--- src/rtl/wu_pkg.sv ---
package wu_pkg;
  typedef enum logic [1:0] {
    BUS_IDLE = 2'd0,
    BUS_RD   = 2'd1,
    BUS_UPD  = 2'd2
  } bus_cmd_e;

  typedef enum logic [1:0] {
    ST_IDLE,
    ST_ARB,
    ST_FILL
  } ctl_state_e;
endpackage

--- src/rtl/wu_line_store.sv ---
module wu_line_store #(
  parameter int LINES  = 4,
  parameter int TAG_W  = 6,
  parameter int DATA_W = 16,
  parameter int IDX_W  = $clog2(LINES)
) (
  input  logic              clk_i,
  input  logic              rst_ni,
  input  logic [IDX_W-1:0]  rd_idx_i,
  output logic              rd_valid_o,
  output logic [TAG_W-1:0]  rd_tag_o,
  output logic [DATA_W-1:0] rd_data_o,
  input  logic [IDX_W-1:0]  sn_idx_i,
  output logic              sn_valid_o,
  output logic [TAG_W-1:0]  sn_tag_o,
  input  logic              lw_en_i,
  input  logic [IDX_W-1:0]  lw_idx_i,
  input  logic [TAG_W-1:0]  lw_tag_i,
  input  logic [DATA_W-1:0] lw_data_i,
  input  logic              sw_en_i,
  input  logic [IDX_W-1:0]  sw_idx_i,
  input  logic [DATA_W-1:0] sw_data_i
);
  logic [LINES-1:0]  valid_q;
  logic [TAG_W-1:0]  tag_q  [LINES];
  logic [DATA_W-1:0] data_q [LINES];
  logic [LINES-1:0]  lw_sel, sw_sel;

  for (genvar g = 0; g < LINES; g++) begin : g_sel
    assign lw_sel[g] = lw_en_i && (lw_idx_i == IDX_W'(g));
    assign sw_sel[g] = sw_en_i && (sw_idx_i == IDX_W'(g));
  end

  // local fill/write wins over a snoop patch on the same line
  always_ff @(posedge clk_i or negedge rst_ni) begin
    if (!rst_ni) begin
      valid_q <= '0;
      for (int i = 0; i < LINES; i++) begin
        tag_q[i]  <= '0;
        data_q[i] <= '0;
      end
    end else begin
      for (int i = 0; i < LINES; i++) begin
        if (lw_sel[i]) begin
          valid_q[i] <= 1'b1;
          tag_q[i]   <= lw_tag_i;
          data_q[i]  <= lw_data_i;
        end else if (sw_sel[i]) begin
          data_q[i]  <= sw_data_i;
        end
      end
    end
  end

  assign rd_valid_o = valid_q[rd_idx_i];
  assign rd_tag_o   = tag_q[rd_idx_i];
  assign rd_data_o  = data_q[rd_idx_i];
  assign sn_valid_o = valid_q[sn_idx_i];
  assign sn_tag_o   = tag_q[sn_idx_i];
endmodule

--- src/rtl/wu_snoop_match.sv ---
module wu_snoop_match #(
  parameter int ADDR_W = 8,
  parameter int IDX_W  = 2,
  parameter int TAG_W  = 6,
  parameter int SRC_W  = 2,
  parameter int MY_ID  = 1
) (
  input  logic              snp_upd_i,
  input  logic [SRC_W-1:0]  snp_src_i,
  input  logic [ADDR_W-1:0] snp_addr_i,
  input  logic              line_valid_i,
  input  logic [TAG_W-1:0]  line_tag_i,
  output logic [IDX_W-1:0]  sn_idx_o,
  output logic              sw_en_o
);
  localparam logic [SRC_W-1:0] SelfId = SRC_W'(MY_ID);

  logic foreign, tag_eq;

  assign sn_idx_o = snp_addr_i[IDX_W-1:0];
  assign foreign  = snp_src_i != SelfId;
  assign tag_eq   = line_tag_i == snp_addr_i[ADDR_W-1:IDX_W];
  assign sw_en_o  = snp_upd_i && foreign && line_valid_i && tag_eq;
endmodule

--- src/rtl/wu_bus_fsm.sv ---
module wu_bus_fsm
  import wu_pkg::*;
#(
  parameter int ADDR_W = 8,
  parameter int DATA_W = 16,
  parameter int IDX_W  = 2,
  parameter int TAG_W  = 6
) (
  input  logic              clk_i,
  input  logic              rst_ni,
  input  logic              cpu_req_i,
  input  logic              cpu_we_i,
  input  logic [ADDR_W-1:0] cpu_addr_i,
  input  logic [DATA_W-1:0] cpu_wdata_i,
  output logic              cpu_ready_o,
  output logic [DATA_W-1:0] cpu_rdata_o,
  output logic              bus_req_o,
  input  logic              bus_gnt_i,
  output logic [1:0]        bus_cmd_o,
  output logic [ADDR_W-1:0] bus_addr_o,
  output logic [DATA_W-1:0] bus_data_o,
  input  logic              mem_rvalid_i,
  input  logic [DATA_W-1:0] mem_rdata_i,
  output logic [IDX_W-1:0]  rd_idx_o,
  input  logic              rd_valid_i,
  input  logic [TAG_W-1:0]  rd_tag_i,
  input  logic [DATA_W-1:0] rd_data_i,
  output logic              lw_en_o,
  output logic [IDX_W-1:0]  lw_idx_o,
  output logic [TAG_W-1:0]  lw_tag_o,
  output logic [DATA_W-1:0] lw_data_o
);
  ctl_state_e        state_q, state_d;
  logic              we_q;
  logic [ADDR_W-1:0] addr_q;
  logic [DATA_W-1:0] wdata_q;
  logic              capture;
  logic              hit;

  assign rd_idx_o = cpu_addr_i[IDX_W-1:0];
  assign hit      = rd_valid_i && (rd_tag_i == cpu_addr_i[ADDR_W-1:IDX_W]);

  always_comb begin
    state_d     = state_q;
    capture     = 1'b0;
    cpu_ready_o = 1'b0;
    cpu_rdata_o = rd_data_i;
    bus_req_o   = 1'b0;
    bus_cmd_o   = BUS_IDLE;
    lw_en_o     = 1'b0;
    lw_data_o   = wdata_q;
    unique case (state_q)
      ST_IDLE: begin
        if (cpu_req_i) begin
          if (!cpu_we_i && hit) begin
            cpu_ready_o = 1'b1;
          end else begin
            capture = 1'b1;
            state_d = ST_ARB;
          end
        end
      end
      ST_ARB: begin
        bus_req_o = 1'b1;
        if (bus_gnt_i) begin
          if (we_q) begin
            // broadcast cycle doubles as write completion
            bus_cmd_o   = BUS_UPD;
            lw_en_o     = 1'b1;
            cpu_ready_o = 1'b1;
            state_d     = ST_IDLE;
          end else begin
            bus_cmd_o = BUS_RD;
            state_d   = ST_FILL;
          end
        end
      end
      ST_FILL: begin
        if (mem_rvalid_i) begin
          lw_en_o     = 1'b1;
          lw_data_o   = mem_rdata_i;
          cpu_ready_o = 1'b1;
          cpu_rdata_o = mem_rdata_i;
          state_d     = ST_IDLE;
        end
      end
      default: state_d = ST_IDLE;
    endcase
  end

  always_ff @(posedge clk_i or negedge rst_ni) begin
    if (!rst_ni) begin
      state_q <= ST_IDLE;
      we_q    <= 1'b0;
      addr_q  <= '0;
      wdata_q <= '0;
    end else begin
      state_q <= state_d;
      if (capture) begin
        we_q    <= cpu_we_i;
        addr_q  <= cpu_addr_i;
        wdata_q <= cpu_wdata_i;
      end
    end
  end

  assign bus_addr_o = addr_q;
  assign bus_data_o = wdata_q;
  assign lw_idx_o   = addr_q[IDX_W-1:0];
  assign lw_tag_o   = addr_q[ADDR_W-1:IDX_W];
endmodule

--- src/rtl/wu_snoop_cache.sv ---
module wu_snoop_cache #(
  parameter int ADDR_W = 8,
  parameter int DATA_W = 16,
  parameter int LINES  = 4,
  parameter int SRC_W  = 2,
  parameter int MY_ID  = 1
) (
  input  logic              clk_i,
  input  logic              rst_ni,
  input  logic              cpu_req_i,
  input  logic              cpu_we_i,
  input  logic [ADDR_W-1:0] cpu_addr_i,
  input  logic [DATA_W-1:0] cpu_wdata_i,
  output logic              cpu_ready_o,
  output logic [DATA_W-1:0] cpu_rdata_o,
  output logic              bus_req_o,
  input  logic              bus_gnt_i,
  output logic [1:0]        bus_cmd_o,
  output logic [ADDR_W-1:0] bus_addr_o,
  output logic [DATA_W-1:0] bus_data_o,
  output logic [SRC_W-1:0]  bus_src_o,
  input  logic              mem_rvalid_i,
  input  logic [DATA_W-1:0] mem_rdata_i,
  input  logic              snp_upd_i,
  input  logic [SRC_W-1:0]  snp_src_i,
  input  logic [ADDR_W-1:0] snp_addr_i,
  input  logic [DATA_W-1:0] snp_data_i
);
  localparam int IDX_W = $clog2(LINES);
  localparam int TAG_W = ADDR_W - IDX_W;

  logic [IDX_W-1:0]  rd_idx, sn_idx, lw_idx;
  logic              rd_valid, sn_valid, lw_en, sw_en;
  logic [TAG_W-1:0]  rd_tag, sn_tag, lw_tag;
  logic [DATA_W-1:0] rd_data, lw_data;

  assign bus_src_o = SRC_W'(MY_ID);

  wu_bus_fsm #(
    .ADDR_W(ADDR_W), .DATA_W(DATA_W), .IDX_W(IDX_W), .TAG_W(TAG_W)
  ) u_fsm (
    .clk_i       (clk_i),
    .rst_ni      (rst_ni),
    .cpu_req_i   (cpu_req_i),
    .cpu_we_i    (cpu_we_i),
    .cpu_addr_i  (cpu_addr_i),
    .cpu_wdata_i (cpu_wdata_i),
    .cpu_ready_o (cpu_ready_o),
    .cpu_rdata_o (cpu_rdata_o),
    .bus_req_o   (bus_req_o),
    .bus_gnt_i   (bus_gnt_i),
    .bus_cmd_o   (bus_cmd_o),
    .bus_addr_o  (bus_addr_o),
    .bus_data_o  (bus_data_o),
    .mem_rvalid_i(mem_rvalid_i),
    .mem_rdata_i (mem_rdata_i),
    .rd_idx_o    (rd_idx),
    .rd_valid_i  (rd_valid),
    .rd_tag_i    (rd_tag),
    .rd_data_i   (rd_data),
    .lw_en_o     (lw_en),
    .lw_idx_o    (lw_idx),
    .lw_tag_o    (lw_tag),
    .lw_data_o   (lw_data)
  );

  wu_snoop_match #(
    .ADDR_W(ADDR_W), .IDX_W(IDX_W), .TAG_W(TAG_W), .SRC_W(SRC_W), .MY_ID(MY_ID)
  ) u_snoop (
    .snp_upd_i   (snp_upd_i),
    .snp_src_i   (snp_src_i),
    .snp_addr_i  (snp_addr_i),
    .line_valid_i(sn_valid),
    .line_tag_i  (sn_tag),
    .sn_idx_o    (sn_idx),
    .sw_en_o     (sw_en)
  );

  wu_line_store #(
    .LINES(LINES), .TAG_W(TAG_W), .DATA_W(DATA_W), .IDX_W(IDX_W)
  ) u_store (
    .clk_i     (clk_i),
    .rst_ni    (rst_ni),
    .rd_idx_i  (rd_idx),
    .rd_valid_o(rd_valid),
    .rd_tag_o  (rd_tag),
    .rd_data_o (rd_data),
    .sn_idx_i  (sn_idx),
    .sn_valid_o(sn_valid),
    .sn_tag_o  (sn_tag),
    .lw_en_i   (lw_en),
    .lw_idx_i  (lw_idx),
    .lw_tag_i  (lw_tag),
    .lw_data_i (lw_data),
    .sw_en_i   (sw_en),
    .sw_idx_i  (sn_idx),
    .sw_data_i (snp_data_i)
  );
endmodule

--- config.mk ---
export PLATFORM = sky130hd
export DESIGN_NAME = wu_snoop_cache
export DESIGN_NICKNAME = d
export VERILOG_FILES = /design/src/rtl/wu_pkg.sv /design/src/rtl/wu_line_store.sv /design/src/rtl/wu_snoop_match.sv /design/src/rtl/wu_bus_fsm.sv /design/src/rtl/wu_snoop_cache.sv
export SDC_FILE = /design/constraint.sdc
export NUM_CORES = 1
export LEC_CHECK = 0
export CORE_ASPECT_RATIO = 2
export CORE_MARGIN = 5
export CORE_UTILIZATION = 34
export CTS_CLUSTER_SIZE = 14
export DETAILED_ROUTE_END_ITERATION = 10
export DONT_BUFFER_PORTS = 1
export PLACE_DENSITY = 0.58
export SYNTH_ARGS = -nofsm -noshare
export SYNTH_HDL_FRONTEND = slang
export SYNTH_SLANG_ARGS = --single-unit
--- constraint.sdc ---
create_clock -name clk_i -period 3.5 [get_ports clk_i]
set_clock_uncertainty 0.05 [all_clocks]
set_input_delay 0 -clock clk_i [delete_from_list [all_inputs] [get_ports clk_i]]
set_output_delay 0 -clock clk_i [all_outputs]
set_load 0.03 [all_outputs]
======== Yosys cells after proc, flatten, opt, wreduce, memory -nomap -nowiden ========
Cells that the tools add are included.
storage, ports and cells
  bits in registers ....................... 119
  output and inout port bits .............. 46
  logic and storage cells ................. 104
cells by class
  $lt $le $gt $ge ......................... 4
  equal/unequal tests ..................... 15
  multiplexer cells ....................... 45
  bitwise logic cells ..................... 2
  reduce and logical (&&, ||, !) cells .... 22
operators with widths
  cell                                                                           number
  16-bit two-way mux                                                             14
  16-bit binary-select mux with 2-bit select                                     1
  6-bit binary-select mux with 2-bit select                                      2
  6-bit two-way mux                                                              4
  2-bit two-way mux                                                              8
  1-bit logical AND                                                              13
  6-bit == test                                                                  2
  1-bit two-way mux                                                              11
  2-bit == test (second input constant)                                          5
  2-bit inequality test (second input constant)                                  4
  2-bit nonzero test                                                             4
  2-bit by 1-bit == test with 1-bit output (second input constant)               3
  3-bit >= comparator (second input constant)                                    2
  2-bit zero test                                                                3
  2-bit by 3-bit less-than comparator with 1-bit output (second input constant)  2
  2-bit inverter with 3-bit output                                               2
  2-bit case mux with 3 select lines                                             1
  1-bit binary-select mux with 2-bit select                                      2
  4-bit AND reduction                                                            1
  1-bit case mux with 3 select lines                                             1
  2-bit by 1-bit inequality test with 1-bit output (second input constant)       1
  1-bit case mux with 2 select lines                                             1
  1-bit zero test                                                                1

======== Depth between registers and ports, before layout ========
  word-level depth ........................ 10
  depth in mapped cells ................... 9

======== Modules after synthesis ========
A second synthesis with hierarchy kept.
unflattened totals
  cell total of the unflattened synthesis .. 658
  area, all modules ....................... 6572.6 um^2
modules (own cells, without submodules)
  module          times used  cells an instance  area each (um^2)  sequential area each (um^2)
  wu_line_store   1           456                4734.5            2302.2
  wu_bus_fsm      1           186                1717.9            675.6
  wu_snoop_match  1           12                 97.6              0.0
  wu_snoop_cache  1           4                  22.5              0.0

======== Least setup slack after synthesis ========
No wires, ideal clock.
  path type ............................... reg2reg
  start point ............................. reg u_store.tag_q[14] in the netlist's numbering
  end point ............................... reg u_fsm.addr_q[3] (netlist: u_fsm.bus_addr_o[3])
  data arrival time ....................... 2170 ps
  required time ........................... 3325 ps
  setup slack ............................. 1155 ps
  cell stages (with the launch flop) ...... 7
  path through ............................ dfrtp_1 -> mux4_1 -> xnor2_1 -> nand4_2 -> o311ai_4 -> buf_6 -> mux2_2
between the ends
  longest elaborated chain between the ends .. 9
ends and longest elaborated chain
  item                                                   line                 RTL
  from (decl)                                            wu_line_store.sv:25  logic [TAG_W-1:0] tag_q [LINES];
  from (signal, indexed assignment)                      wu_line_store.sv:46  tag_q[i] <= lw_tag_i;
  6-bit binary-select mux with 2-bit select              wu_line_store.sv:56  assign rd_tag_o = tag_q[rd_idx_i];
  6-bit two-way mux (implied by the code) (2 in series)  wu_line_store.sv:56
  6-bit == test                                          wu_bus_fsm.sv:41     assign hit = rd_valid_i && (rd_tag_i == cpu_addr_i[ADDR_W-1:IDX_W]);
  1-bit logical AND                                      wu_bus_fsm.sv:41
  1-bit logical AND                                      wu_bus_fsm.sv:55     if (!cpu_we_i && hit) begin
  1-bit two-way mux                                      wu_bus_fsm.sv:55
  1-bit two-way mux                                      wu_bus_fsm.sv:54     if (cpu_req_i) begin
  1-bit two-way mux                                      wu_bus_fsm.sv:52     unique case (state_q)
  to (signal assigned)                                   wu_bus_fsm.sv:101    addr_q <= cpu_addr_i;
  to (decl)                                              wu_bus_fsm.sv:35     logic [ADDR_W-1:0] addr_q;
Every way passes these cells. The select of a mux whose other input is x is not followed.
A chain may end at the register's enable or synchronous reset.

======== Worst setup path in the final report ========
  start point ............................. reg u_store.tag_q[4] in the netlist's numbering
  end point ............................... reg u_store.data_q[21] in the netlist's numbering
between the ends
  longest elaborated chain between the ends .. 7
ends and longest elaborated chain
  item                                                   line                  RTL
  6-bit binary-select mux with 2-bit select              wu_line_store.sv:59   assign sn_tag_o = tag_q[sn_idx_i];
  6-bit two-way mux (implied by the code) (2 in series)  wu_line_store.sv:59
  6-bit == test                                          wu_snoop_match.sv:22  assign tag_eq = line_tag_i == snp_addr_i[ADDR_W-1:IDX_W];
  1-bit logical AND                                      wu_snoop_match.sv:23  assign sw_en_o = snp_upd_i && foreign && line_valid_i && tag_eq;
  1-bit logical AND                                      wu_line_store.sv:31   assign sw_sel[g] = sw_en_i && (sw_idx_i == IDX_W'(g));
  2-bit nonzero test (no line)                           --
  to (signal, indexed assignment)                        wu_line_store.sv:47   data_q[i] <= lw_data_i;
  to (signal, indexed assignment)                        wu_line_store.sv:49   data_q[i] <= sw_data_i;
  to (decl)                                              wu_line_store.sv:26   logic [DATA_W-1:0] data_q [LINES];
Every way passes these cells. The select of a mux whose other input is x is not followed.

==> flow_metrics.tcl <==
set metrics [dict create \
    status "completed" \
    cts_tree "yes" \
    path_class "flop to flop" \
    hpwl_um 15500 \
    start_util_pct 34.46 \
    worstPathArrival_ps 3620 \
    die_width_um 108.8 \
    synth_cells 681 \
    avgViaCountPerCell 5.897 \
    cp_data_required_time_ps 3800 \
    dr.first_iter.drc_count 655 \
    num_rows 72 \
    ys_seq_area_share_pct 44.82 \
    p_per_area_nw_per_um2 897.9 \
    core_um2 19280 \
    route.detailed.drc 0 \
    drt_wl_total_um 24380 \
    track_usage_pct 21.88 \
    vdd_drop_max_mv 0.4739 \
    p_leak_uw 0.003574 \
    cts_made_buffers 17 \
    clockBufferDepth 2 \
    place_inst 895 \
    drt_first_pass_iters 8 \
    drtAntennaViolNets 0 \
    grt_pass1_vias 6348 \
    cts_sinks 119 \
    grt_overflow 0 \
    fmax_ghz 0.3014 \
    fin_crit_sh_pct 94.78 \
    worst_pin_slew_ps 936.6 \
    maxCapViolations 0 \
    place_area_um2 6829 \
    portBuffers 0 \
    finish.instance_area_um2 8443 \
    postCtsSetupBuffers 0 \
    slew_headroom_pct 37.37 \
    hold_path.class "input port to flop" \
    insertion_delay_ps 410 \
    grt_max_degree 120 \
    synth_warnings 0 \
    critPathLaunchType "flop" \
    grt_pass1_wl_um 36880 \
    rsz0062_at_grt "no" \
    hold_viol 0 \
    drv_slew 0 \
    clk_pin_slew_ps 60 \
    gp_congestion 0.8039 \
    post_drt_wl_per_cell_um 23.90 \
    post-route-min-period_ps 3317 \
    end_kind "flop" \
    ys_ff_latch 119 \
    clock-root-buffer "clkbuf_16" \
    drive_gt1_share_pct 14.19 \
    num_vias 6015 \
    synth_edf_count 0 \
    die-area_um2 22610 \
    syn_to_final_growth_pct 27.08 \
    synthesis.nets 758 \
    ys_types 40 \
    worst-path-max-fanout 32 \
    antennaDiodeCount 0 \
    stdcell_count 1020 \
    chipHeight_um 207.7 \
    antenna_found_initial 0 \
    syn_avg_cell_area_um2 9.756 \
    fin_nets 826 \
    synth_area_um2 6644 \
    ys.flop_type "dfrtp_1" \
    fin_setup_tns_ps 0 \
    io_pins 119 \
    async_flop_share_pct 100.0 \
    finalSetupViolCount 0 \
    cts.htree.levels 4 \
]
## layout by cell type, fill, tap and decap left out, types with 2 or more instances in the layout
cell type      count
nand4_1            5
nand2_1          101
nand3_1           48
mux4_2            15
a31oi_1           64
nand2b_1           7
clkbuf_16         17
nor4_2             2
and4_1             5
ha_1               4
clkinv_2           2
bufinv_16          5
conb_1             2
xor2_1             4
and3_1             2
a21oi_1           17
mux2i_1            6
o21ai_0           63
dfrtp_1          119
clkbuf_8           2
dlygate4sd3_1     93
xnor2_1           13
clkinvlp_4         4
a32o_1             2
or4_1              2
buf_4             12
nand4b_1           2
nor2_1            65
mux4_1            12
mux2_2            42
inv_1              8
## cells in the mapped netlist, drive strengths merged, types with 2 or more instances
cell	number	area share [%]
ha	4	0.75
nand4	6	0.66
a21oi	17	1.3
mux2i	6	0.90
o21ai	64	4.8
or4	2	0.23
a31oi	64	6.0
nor2	65	3.7
dfrtp	119	45
nand3	48	3.6
mux4	27	9.8
clkbuf	38	2.1
a32o	2	0.30
nand4b	2	0.26
nand2b	7	0.66
mux2	42	7.1
buf	21	2.0
xor2	4	0.53
inv	8	0.45
conb	2	0.11
and3	2	0.19
nor4	2	0.19
and4	5	0.66
xnor2	13	1.7
nand2	101	5.7
nor3	2	0.15
## where the power goes
| part | internal (uW) | switching, uW | total [uW] |
|---|---|---|---|
| Sequential | 2030 | 807 | 2830 |
| Combinational | 1220 | 1580 | 2800 |
| Clock | 1300 | 648 | 1940 |
## area by class of cell
type	count	area, um2
clock buffers	19	452.9
multi-input cells	495	3379
clock inverters	12	198.9
fillers	1868	10840
flip-flops and latches	119	2978
well taps	259	324.1
repair buffers	108	1080
inverters	8	30.03
## worst max-delay path, stage by stage (launching register included)
cell and delay, ps:
dfrtp_1 400, mux4_2 480, xnor2_1 320, and4_1 280, buf_6 280, nand3_1 110
dlygate4sd3_1 570, a31oi_1 180, dlygate4sd3_1 580
## timing repair
| item | CTS | global route |
|---|---|---|
| setup endpoints to repair | 0 | 4 |
| resized for setup | 0 | 1 |
| hold buffers | 94 | 0 |
| hold endpoints to repair | 209 | 0 |
## path summary, 6_finish.rpt
check / from / endpoint / cells after the start / slack, ps
setup / recovery: u_store.tag_q[4]$_DFFE_PN0P_ / u_store.data_q[21]$_DFFE_PN0P_ / 8 / 180
max in group asynchronous: rst_ni / u_store.tag_q[8]$_DFFE_PN0P_ / 2 / 2740
hold reg to reg: u_store.valid_q[2]$_DFFE_PN0P_ / u_store.valid_q[2]$_DFFE_PN0P_ / 1 / 440
setup reg to reg: u_store.tag_q[4]$_DFFE_PN0P_ / u_store.data_q[21]$_DFFE_PN0P_ / 8 / 180
min in group asynchronous: rst_ni / u_fsm.we_q$_DFFE_PN0P_ / 2 / 130
hold / removal: cpu_req_i / u_fsm.bus_data_o[15]$_DFFE_PN0P_ / 3 / 40
## through the flow
step	worst slack (ps)	util, %	total power (uW)	hold WS (ps)
detailed placement	862.1	35.42	5283	-340.2
finish	182.6	43.80	7581	39.65
CTS	183.1	43.78	7571	18.98
floorplan	1155	-	4531	-345.6
global route	6.067	43.80	7941	46.09
global placement	920.7	35.42	5120	-340.6
## sequential cells by signal (all words and copies together), names as in the netlist
| register | count |
|---|---|
| u_fsm.state_q | 2 |
| u_store.tag_q | 24 |
| u_fsm.bus_data_o | 16 |
| u_fsm.we_q | 1 |
| u_store.valid_q | 4 |
| u_store.data_q | 64 |
| u_fsm.bus_addr_o | 8 |
## cell families after synthesis
group,after synthesis,synth area share (%)
simple gates,246,16.42
compound gates,151,13.22
flops,119,44.82
mux,75,17.85
buf+inv,67,4.576
xor+xnor,17,2.241
fa+ha+maj,4,0.7533
other cells,2,0.1130
## routing by layer
metal  part of all wire (%)  track usage [%]  vias to the layer above
li1                       -                -                     2599
met1                     32            22.39                     2957
met2                     53            37.94                      371
met3                    8.0            5.696                       88
met4                    6.9            14.78                        0
met5                      0                0                        -
Power figures use the tool's default switching activity.
